==> config.mk <==
export PLATFORM = sky130hd
export DESIGN_NAME = bm_width_conv
export DESIGN_NICKNAME = d
export VERILOG_FILES = /design/src/rtl/bm_pkg.sv /design/src/rtl/bm_mode_latch.sv /design/src/rtl/bm_pack.sv /design/src/rtl/bm_unpack.sv /design/src/rtl/bm_width_conv.sv
export SDC_FILE = /design/constraint.sdc
export NUM_CORES = 1
export LEC_CHECK = 0
export ABC_AREA = 1
export BUFFER_PORTS_ARGS = -buffer_cell sky130_fd_sc_hd__buf_4
export CAP_MARGIN = 5
export CORE_ASPECT_RATIO = 0.6
export CORE_MARGIN = 8
export CORE_UTILIZATION = 30
export CTS_BUF_LIST = sky130_fd_sc_hd__clkbuf_8
export DETAILED_ROUTE_END_ITERATION = 8
export PLACE_DENSITY_LB_ADDON = 0.15
export SYNTH_ARGS = -nofsm -noshare
export SYNTH_HDL_FRONTEND = slang
export SYNTH_SLANG_ARGS = --single-unit
export TNS_END_PERCENT = 50
==> constraint.sdc <==
create_clock -name clk -period 4.6 [get_ports clk]
set_input_delay 0.46 -clock clk [delete_from_list [all_inputs] [get_ports clk]]
set_output_delay 0.46 -clock clk [all_outputs]
set_load 0.01 [all_outputs]
==> src/rtl/bm_pkg.sv <==
package bm_pkg;

    typedef enum logic [1:0] {
        PW_FULL    = 2'd0,
        PW_HALF    = 2'd1,
        PW_QUARTER = 2'd2
    } port_w_e;

    typedef struct packed {
        logic bus_match;
        logic in_narrow;
        logic out_quarter;
        logic big_end;
    } bm_cfg_t;

    function automatic port_w_e wr_port_w(bm_cfg_t c);
        if (!c.bus_match || !c.in_narrow) return PW_FULL;
        return c.out_quarter ? PW_QUARTER : PW_HALF;
    endfunction

    function automatic port_w_e rd_port_w(bm_cfg_t c);
        if (!c.bus_match || c.in_narrow) return PW_FULL;
        return c.out_quarter ? PW_QUARTER : PW_HALF;
    endfunction

    function automatic logic [1:0] last_lane(port_w_e w);
        case (w)
            PW_HALF:    return 2'd1;
            PW_QUARTER: return 2'd3;
            default:    return 2'd0;
        endcase
    endfunction

    // Physical lane visited at step k of an entry.
    function automatic logic [1:0] lane_pos(logic [1:0] k, port_w_e w, logic big);
        return big ? (last_lane(w) - k) : k;
    endfunction

endpackage

==> src/rtl/bm_mode_latch.sv <==
module bm_mode_latch
    import bm_pkg::*;
(
    input  logic    clk,
    input  logic    rst_n,
    input  bm_cfg_t pins,
    output bm_cfg_t cfg
);

    bm_cfg_t cfg_d, cfg_q;

    always_comb begin
        cfg_d = rst_n ? cfg_q : pins;
    end

    always_ff @(posedge clk) begin
        cfg_q <= cfg_d;
    end

    assign cfg = cfg_q;

    // configuration frozen once reset is released
    assert_cfg_hold_R7: assert property (@(posedge clk) disable iff (!rst_n)
        $past(rst_n) |-> $stable(cfg_q));

endmodule

==> src/rtl/bm_pack.sv <==
module bm_pack
    import bm_pkg::*;
#(
    parameter int WORD_W = 36
) (
    input  logic              clk,
    input  logic              rst_n,
    input  port_w_e           port_w,
    input  logic              big_end,
    input  logic              wr_valid,
    input  logic [WORD_W-1:0] wr_data,
    output logic              mem_wr_en,
    output logic [WORD_W-1:0] mem_wr_data
);

    localparam int HALF_W  = WORD_W / 2;
    localparam int QUART_W = WORD_W / 4;

    typedef struct packed {
        logic [WORD_W-1:0] acc;
        logic [1:0]        idx;
        logic              commit;
        logic [WORD_W-1:0] word;
    } pack_st_t;

    pack_st_t st_d, st_q;
    logic [1:0]        lane;
    logic [WORD_W-1:0] merged;

    always_comb begin
        st_d        = st_q;
        st_d.commit = 1'b0;
        lane        = lane_pos(st_q.idx, port_w, big_end);
        merged      = st_q.acc;
        case (port_w)
            PW_HALF:    merged[int'(lane) * HALF_W +: HALF_W]   = wr_data[HALF_W-1:0];
            PW_QUARTER: merged[int'(lane) * QUART_W +: QUART_W] = wr_data[QUART_W-1:0];
            default:    merged = wr_data;
        endcase
        if (wr_valid) begin
            if (st_q.idx == last_lane(port_w)) begin
                st_d.commit = 1'b1;
                st_d.word   = merged;
                st_d.acc    = '0;
                st_d.idx    = 2'd0;
            end else begin
                st_d.acc = merged;
                st_d.idx = st_q.idx + 2'd1;
            end
        end
    end

    always_ff @(posedge clk) begin
        if (!rst_n) st_q <= '0;
        else        st_q <= st_d;
    end

    assign mem_wr_en   = st_q.commit;
    assign mem_wr_data = st_q.word;

    // a commit is always caused by an accepted sub-word
    assert_commit_after_valid_R9: assert property (@(posedge clk) disable iff (!rst_n)
        mem_wr_en |-> $past(wr_valid));

    // gather index never passes the last lane of the mode
    assert_idx_in_range_R9: assert property (@(posedge clk) disable iff (!rst_n)
        st_q.idx <= last_lane(port_w));

    // full-width writes pass straight through one cycle later
    assert_full_pass_R1: assert property (@(posedge clk) disable iff (!rst_n)
        ($past(rst_n) && port_w == PW_FULL) |-> (mem_wr_en == $past(wr_valid)));

endmodule

==> src/rtl/bm_unpack.sv <==
module bm_unpack
    import bm_pkg::*;
#(
    parameter int WORD_W = 36
) (
    input  logic              clk,
    input  logic              rst_n,
    input  port_w_e           port_w,
    input  logic              big_end,
    input  logic              rd_req,
    input  logic              mem_rd_avail,
    input  logic [WORD_W-1:0] mem_rd_data,
    output logic              mem_rd_en,
    output logic              rd_valid,
    output logic [WORD_W-1:0] rd_data
);

    localparam int HALF_W  = WORD_W / 2;
    localparam int QUART_W = WORD_W / 4;

    typedef struct packed {
        logic [1:0]        idx;
        logic              valid;
        logic [WORD_W-1:0] data;
    } unpack_st_t;

    unpack_st_t st_d, st_q;
    logic [WORD_W-1:0] quart_ext [4];
    logic [WORD_W-1:0] half_ext  [2];
    logic [1:0]        lane;
    logic              take;
    logic [WORD_W-1:0] sel;

    for (genvar g = 0; g < 4; g++) begin : g_quart
        assign quart_ext[g] = {{(WORD_W-QUART_W){1'b0}}, mem_rd_data[g*QUART_W +: QUART_W]};
    end
    for (genvar g = 0; g < 2; g++) begin : g_half
        assign half_ext[g] = {{(WORD_W-HALF_W){1'b0}}, mem_rd_data[g*HALF_W +: HALF_W]};
    end

    always_comb begin
        st_d       = st_q;
        take       = rd_req && mem_rd_avail;
        lane       = lane_pos(st_q.idx, port_w, big_end);
        case (port_w)
            PW_HALF:    sel = half_ext[lane[0]];
            PW_QUARTER: sel = quart_ext[lane];
            default:    sel = mem_rd_data;
        endcase
        st_d.valid = take;
        mem_rd_en  = 1'b0;
        if (take) begin
            st_d.data = sel;
            if (st_q.idx == last_lane(port_w)) begin
                st_d.idx  = 2'd0;
                mem_rd_en = 1'b1;
            end else begin
                st_d.idx = st_q.idx + 2'd1;
            end
        end
    end

    always_ff @(posedge clk) begin
        if (!rst_n) st_q <= '0;
        else        st_q <= st_d;
    end

    assign rd_valid = st_q.valid;
    assign rd_data  = st_q.data;

    // a pop always restarts the walk at the first lane
    assert_pop_restart_R8: assert property (@(posedge clk) disable iff (!rst_n)
        mem_rd_en |=> (st_q.idx == 2'd0));

    // a read word only follows a request made while data was available
    assert_valid_cause_R10: assert property (@(posedge clk) disable iff (!rst_n)
        rd_valid |-> $past(rd_req && mem_rd_avail));

    // quarter-width words are zero above their lane width
    assert_zero_quarter_R11: assert property (@(posedge clk) disable iff (!rst_n)
        (rd_valid && port_w == PW_QUARTER) |-> (rd_data[WORD_W-1:QUART_W] == '0));

    // half-width words are zero above their lane width
    assert_zero_half_R11: assert property (@(posedge clk) disable iff (!rst_n)
        (rd_valid && port_w == PW_HALF) |-> (rd_data[WORD_W-1:HALF_W] == '0));

endmodule

==> src/rtl/bm_width_conv.sv <==
module bm_width_conv
    import bm_pkg::*;
#(
    parameter int WORD_W = 36
) (
    input  logic              clk,
    input  logic              rst_n,
    input  logic              cfg_bus_match,
    input  logic              cfg_in_narrow,
    input  logic              cfg_out_quarter,
    input  logic              cfg_big_endian,
    input  logic              wr_valid,
    input  logic [WORD_W-1:0] wr_data,
    output logic              mem_wr_en,
    output logic [WORD_W-1:0] mem_wr_data,
    input  logic              rd_req,
    output logic              rd_valid,
    output logic [WORD_W-1:0] rd_data,
    input  logic              mem_rd_avail,
    input  logic [WORD_W-1:0] mem_rd_data,
    output logic              mem_rd_en
);

    bm_cfg_t pins;
    bm_cfg_t cfg;
    port_w_e wr_w;
    port_w_e rd_w;

    assign pins = '{bus_match: cfg_bus_match, in_narrow: cfg_in_narrow,
                    out_quarter: cfg_out_quarter, big_end: cfg_big_endian};

    bm_mode_latch u_mode (
        .clk   (clk),
        .rst_n (rst_n),
        .pins  (pins),
        .cfg   (cfg)
    );

    assign wr_w = wr_port_w(cfg);
    assign rd_w = rd_port_w(cfg);

    bm_pack #(.WORD_W(WORD_W)) u_pack (
        .clk         (clk),
        .rst_n       (rst_n),
        .port_w      (wr_w),
        .big_end     (cfg.big_end),
        .wr_valid    (wr_valid),
        .wr_data     (wr_data),
        .mem_wr_en   (mem_wr_en),
        .mem_wr_data (mem_wr_data)
    );

    bm_unpack #(.WORD_W(WORD_W)) u_unpack (
        .clk          (clk),
        .rst_n        (rst_n),
        .port_w       (rd_w),
        .big_end      (cfg.big_end),
        .rd_req       (rd_req),
        .mem_rd_avail (mem_rd_avail),
        .mem_rd_data  (mem_rd_data),
        .mem_rd_en    (mem_rd_en),
        .rd_valid     (rd_valid),
        .rd_data      (rd_data)
    );

endmodule

* After elaboration in Yosys (flattened, before gate mapping) *
Index checks and enable logic that the tools add are counted.

word-level totals
  flip-flop bits (word level) = 118
  word-level logic and storage cells = 68
  output and inout bits = 75
  bits of input ports = 81

cells by class
  multipliers = 2
  reductions and logical operators = 7
  bitwise operators = 2
  order comparisons = 2
  add/subtract/negate cells = 6
  muxes and demuxes = 28
  shift operators = 4
  eq/ne operators = 6

operators with widths
  operator                  number
  $mux 36                   4
  $pmux 36 s2               2
  $bmux 36 s2               1
  $bwmux 36                 2
  $neg 32->33               2
  $mux 38                   1
  $mux 37                   1
  $shift 18x33->36 const A  1
  $shift 9x33->36 const A   1
  $shiftx 18x33->36         1
  $shiftx 9x33->36          1
  $mux 2                    10
  $mux 18                   1
  $mul 2x4->6 const B       2
  $pmux 2 s2                2
  $add 2x1->2 const B       2
  $eq 2x1->1 const B        2
  $eq 2x2->1                2
  $eq 2x2->1 const B        2
  $mux 1                    4
  $reduce_and 2->1          2
  $sub 2x2->2               2
  $ge 3x3->1 const B        1
  $not 2->3                 1
  5 further kinds           7

* Depth between registers and ports, before layout *
  depth in word-level cells = 14
  mapped depth = 23
  depth with buffers taken out = 21

* Hierarchy *
Synthesis repeated with hierarchy kept, for this count alone.

second synthesis, totals
  cells, all modules = 1,394
  area total of the unflattened synthesis = 8,578.2 µm²

modules (own cells, without submodules)
  module         instances  area each (µm²)  cells each  sequential area each (µm²)
  bm_pack        1          5,706.7          954         1,501.4
  bm_unpack      1          2,717.6          427         780.7
  bm_mode_latch  1          123.9            5           120.1
  bm_width_conv  1          30.0             8           0.0

* Worst setup path before layout *
Ideal clock, no wire load.

  kind = flip-flop to flip-flop
  from = register u_mode.cfg_q, in the netlist u_mode.cfg[3]
  to = register u_pack.st_q, in the netlist u_pack.mem_wr_data[16]
  cell stages (with the launch flop) = 20
  clock period less this slack = 3.374 ns
  setup slack = 1.226 ns
  arrival time = 3.257 ns
  data required time = 4.483 ns
  library setup time = 0.117 ns
  path buffers = 5
  cell sequence = edfxtp_1 > nand2_2 > clkbuf_1 > clkbuf_1 > ha_1 > nand2_1 > o21ai_4 > buf_2 > ha_1 > buf_2 > inv_2 > clkbuf_1 > nand3_1 > nand3_1 > nand2_1 > nand2_1 > nand2_1 > nand2_1 > nand2_1 > a22o_1

between the ends
  word-level cells in the longest chain between the ends = 13
  elaborated cells on any way between the ends = 23
  those cells by class = add/sub: 3; mul: 2; eq/ne: 3; shift: 4; mux: 8; reduce/logical: 3

RTL lines
  item                                       line                          text
  start, declared                            bm_mode_latch.sv:10           bm_cfg_t cfg_d, cfg_q;
  start signal, assigned                     bm_mode_latch.sv:17           cfg_q <= cfg_d;
  $logic_not 1->1 (*)                        bm_pkg.sv:17                  if (!c.bus_match || !c.in_narrow) return PW_FULL;
  $logic_or 1x1->1 (*)                       bm_pkg.sv:17
  $mux 1 (*)                                 bm_pkg.sv:17
  $mux 2 (*)                                 bm_pkg.sv:18                  return c.out_quarter ? PW_QUARTER : PW_HALF;
  $eq 2x2->1 or $eq 2x1->1 (tied branches)   bm_pkg.sv:27, bm_pack.sv:35
  $pmux 2 s2                                 bm_pkg.sv:27                  case (w)
  $sub 2x2->2                                bm_pkg.sv:36                  return big ? (last_lane(w) - k) : k;
  $mux 2                                     bm_pkg.sv:36
  $mul 2x4->6                                bm_pack.sv:36, bm_pack.sv:37
  $neg 32->33 (on tied branches)             bm_pack.sv:36, bm_pack.sv:37
  $shiftx 18x33->36 (tied with other cells)  bm_pack.sv:36                 PW_HALF: merged[int'(lane) * HALF_W +: HALF_W] = wr_data[HALF_W-1:0];
  $bwmux 36 (on tied branches)               bm_pack.sv:36, bm_pack.sv:37
  $pmux 36 s2                                bm_pack.sv:35                 case (port_w)
  end signal, assigned                       bm_pack.sv:55                 else st_q <= st_d;
  end, declared                              bm_pack.sv:26                 pack_st_t st_d, st_q;

Mark *: on every way between the ends. The rest lies on a longest branch, timed or not. The select of a mux whose other input is x is not followed.
A chain may end at the register's enable or synchronous reset.

* Worst setup path in the final report *
  from = register u_mode.cfg_q, in the netlist u_mode.cfg[3]
  to = register u_pack.st_q[68] in the netlist's numbering

between the ends
  word-level cells in the longest chain between the ends = 14
  elaborated cells on any way between the ends = 23
  those cells by class = add/sub: 3; mul: 2; eq/ne: 3; shift: 4; mux: 9; reduce/logical: 2

RTL lines
  item                                       line                          text
  $logic_not 1->1 (*)                        bm_pkg.sv:17
  $logic_or 1x1->1 (*)                       bm_pkg.sv:17
  $mux 1 (*)                                 bm_pkg.sv:17
  $mux 2 (*)                                 bm_pkg.sv:18
  $eq 2x2->1 or $eq 2x1->1 (tied branches)   bm_pkg.sv:27, bm_pack.sv:35
  $pmux 2 s2                                 bm_pkg.sv:27
  $sub 2x2->2                                bm_pkg.sv:36
  $mux 2                                     bm_pkg.sv:36
  $mul 2x4->6                                bm_pack.sv:36, bm_pack.sv:37
  $neg 32->33 (on tied branches)             bm_pack.sv:36, bm_pack.sv:37
  $shiftx 18x33->36 (tied with other cells)  bm_pack.sv:36
  $bwmux 36 (on tied branches)               bm_pack.sv:36, bm_pack.sv:37
  $pmux 36 s2                                bm_pack.sv:35
  $mux 38 (*)                                bm_pack.sv:41                 if (st_q.idx == last_lane(port_w)) begin

Marked as above.

==> impl_metrics.py <==
metrics = {
    "status": {
        "status": "completed",
    },
    "placement": {
        "place.gp.congestion": 0.920,
        "port_buffers": 155,
        "hpwl_um": 26400,
        "place_area_um2": 9310,
        "pre_cts_slack_ns": 0.996,
    },
    "yosys": {
        "synth_top_family_by_area": "simple AND/OR/NAND/NOR gates",
        "ys_ff_latch": 118,
        "synthFlopType": "dfxtp_1",
        "synth_edf_count": 4,
        "synth_area_um2": 8500,
        "synth_xor_area_share_pct": 0.500,
        "synth_seq_area_share_pct": 28.2,
        "synth_fa_ha_area_share_pct": 1.32,
        "muxShareOfSynthArea_pct": 0,
        "avgSynthCellArea_um2": 6.16,
        "syn-num-nets": 1470,
        "synth.distinct_cells": 48,
        "synth_compound_area_share_pct": 20.9,
        "synthArstFlopShare_pct": 0,
        "ys_warn_count": 0,
        "synthCells": 1380,
        "yosys.area_share.simple_pct": 35.0,
    },
    "critical_path": {
        "startpoint_type": "flop",
        "crit_top_cell": "nand2_1",
        "reg2reg_slack_ns": 0.94,
        "max_stage_delay_ns": 0.54,
        "crit_type": "flop to flop",
        "cp_max_fo": 19,
        "cp-startpoint": "u_mode.cfg[3]$_DFFE_PN_",
        "path_buf_inv": 1,
        "crit_arrival_ns": 4.05,
        "r2r-end": "u_pack.st_q[68]$_SDFFE_PN0P_",
        "cp_top_family": "simple AND/OR/NAND/NOR gates",
        "path_cells": "nand2_2 > nor2_8 > xor2_2 > xor2_1 > nand2_1 > nand2_1 > inv_1 > ha_1 > nor2_1 > nand3_1 > nand2_1 > a21oi_1 > nand2_1 > nand2_1 > nand2_1 > nand2_1 > nand2_1 > nand2_1 > a21oi_1",
        "r2r-start": "u_mode.cfg[3]$_DFFE_PN_",
        "cp.depth": 19,
        "r2r_cells": 19,
        "required_ns": 4.99,
        "crit_slowest_cell": "nor2_1",
        "worstSetupEndpointType": "flop",
    },
    "drt": {
        "first_pass_iters": 5,
        "ant_nets": 0,
        "drt-initial-drc-count": 1014,
        "route.vias.total": 9313,
        "via_per_inst": 5.19,
        "post-route-drc-count": 0,
        "avgRoutedWirePerCell_um": 20.3,
        "wirelength_um": 36400,
    },
    "clocking": {
        "ctsRootBufferMaster": "clkbuf_8",
        "post_cts_buffers": 0,
        "cts_sinks": 118,
        "path_clk_slew_ns": 0.08,
        "cts_tree": "yes",
        "cts_inserted_buffers": 17,
        "clock_path_buffers": 2,
        "cts_hold_buf": 0,
        "cts_max_level": 4,
        "cts_resized": 0,
        "clk_latency_ns": 0.48,
    },
    "die": {
        "die_area_um2": 34200,
        "rows": 47,
        "dieHeight_um": 146,
        "core_area_um2": 27700,
        "die_width_um": 233,
        "ios": 156,
        "initial_utilization_pct": 30.7,
    },
    "sta": {
        "tns_ns": 0,
        "finalHoldViolations": 0,
        "rsz0062_at_grt": "false",
        "fin_ws_ns": 0.936,
        "report.final.slew_viol_count": 0,
        "max_slew_margin_pct": 27.2,
        "worst_slew_pin_slew_ns": 1.09,
        "timing.final.crit_share_pct": 79.6,
        "max_freq_mhz": 273,
        "fin_skew_ns": 0.0182,
        "setup_viol": 0,
        "finalWorstPathRequiredPeriod_ns": 3.66,
    },
    "finish": {
        "finalCoreUtilization_pct": 35.2,
        "drive_above_1_share_pct": 18.2,
        "design_area_um2": 9740,
        "layout_commonest_cell": "nand2_1",
        "final_cell_mix": "nand2_1 (438), buf_4 (174), a21oi_1 (130)",
        "area_growth_pct": 14.5,
        "nets": 1504,
        "n_antenna_cell": 0,
    },
    "grt": {
        "grt_max_degree": 65,
        "antenna_found_initial": 2,
        "grt.overflow.total": 0,
        "grt.busiest_layer": "met1",
        "grt_pass1_wl_um": 55200,
        "use_met2_pct": 28.1,
        "grt_pass1_vias": 8700,
        "grtUsageMet1_pct": 31.9,
        "grt.total_usage_pct": 20.9,
        "gr-usage-met3_pct": 5.86,
    },
    "worst_hold_path": {
        "hold_depth": 1,
        "min_path_type": "input pin to flop",
        "hold_end": "u_mode.cfg[0]$_DFFE_PN_",
        "worstHoldStart": "cfg_big_endian",
    },
    "run": {
        "maxCapViolations": 0,
    },
    "power_and_ir_drop": {
        "power_density_nw_per_um2": 391,
        "power_mw": 3.80,
        "peakVddDrop_uv": 172,
        "p_leak_nw": 4.36,
    },
}
[metal layers]
metal | up-vias | share of wire, %
met5 | - | 0
met2 | 337 | 40
li1 | 4543 | -
met1 | 4411 | 52
met4 | 0 | 0.99
met3 | 22 | 7.9
[where the power goes]
part | internal (mW) | switching [mW] | leakage (nW) | total (mW)
Combinational | 0.479 | 1.07 | 3.16 | 1.55
Clock | 0.623 | 0.466 | 0.231 | 1.09
Sequential | 1.11 | 0.0560 | 0.971 | 1.16
Total | 2.21 | 1.59 | 4.36 | 3.80
[per-stage QoR]
step / std cells / hold slack (ns)
after floorplan: 1380 / 0.427
after global placement: 1762 / 0.442
after detailed placement: 1762 / 0.446
after CTS: 1793 / 0.118
after global routing: 1793 / 0.118
final: 1793 / 0.161
[layout make-up]
type                    instances  area [µm²]
fillers                      3092       18000
clock buffers                  20         275
well taps                     367         459
multi-input cells            1043        4910
clock inverters                11         156
inverters                      60         228
repair buffers                174        1310
flip-flops and latches        118        2400
[worst max path at each step]
stage / end / slack, ns
2_1_floorplan: u_pack.mem_wr_data[16]$_SDFFE_PN0P_ / 1.23
3_3_place_gp: u_pack.st_q[52]$_SDFFE_PN0P_ / 0.98
3_5_place_dp: u_pack.st_q[68]$_SDFFE_PN0P_ / 1.0
4_1_cts: u_pack.st_q[68]$_SDFFE_PN0P_ / 0.97
5_1_grt: u_pack.st_q[68]$_SDFFE_PN0P_ / 0.59
6_report: u_pack.st_q[68]$_SDFFE_PN0P_ / 0.94
[cells in the mapped netlist, types with 6 or more instances]
| master | number | area share (%) |
|---|---|---|
| ha_1 | 9 | 1.3 |
| buf_1 | 7 | 0.31 |
| o21ai_0 | 105 | 6.2 |
| dfxtp_1 | 114 | 27 |
| o211ai_1 | 24 | 2.1 |
| a22o_1 | 11 | 1.1 |
| buf_2 | 21 | 1.2 |
| a31oi_1 | 11 | 0.81 |
| inv_1 | 49 | 2.2 |
| nand3_1 | 117 | 6.9 |
| nor2_1 | 109 | 4.8 |
| or2_2 | 23 | 1.7 |
| buf_4 | 76 | 6.7 |
| nand2_1 | 438 | 19 |
| a21oi_1 | 130 | 7.7 |
| clkbuf_1 | 49 | 2.2 |
| o21ai_1 | 18 | 1.1 |
| o21bai_1 | 6 | 0.53 |
| inv_2 | 9 | 0.40 |
[registers in the layout (all words and copies together) (netlist names)]
| register | count |
|---|---|
| u_pack.mem_wr_en | 1 |
| u_pack.st_q | 38 |
| u_unpack.rd_data | 36 |
| u_unpack.rd_valid | 1 |
| u_pack.mem_wr_data | 36 |
| u_unpack.st_q | 2 |
| u_mode.cfg | 4 |
[cell families after synthesis]
group | Yosys count
simple gates | 711
fa+ha+maj | 9
buf+inv | 219
xor+xnor | 4
flops | 118
compound gates | 319
[worst register-to-register path, stage by stage (launching register included)]
cell	delay, ns
edfxtp_1	0.36
nand2_2	0.30
nor2_8	0.21
xor2_2	0.19
xor2_1	0.16
nand2_1	0.06
nand2_1	0.13
inv_1	0.10
ha_1	0.45
nor2_1	0.54
nand3_1	0.22
nand2_1	0.17
a21oi_1	0.08
nand2_1	0.16
nand2_1	0.09
nand2_1	0.07
nand2_1	0.05
nand2_1	0.08
nand2_1	0.05
a21oi_1	0.15
No activity file was read; power rests on OpenSTA's default activity.
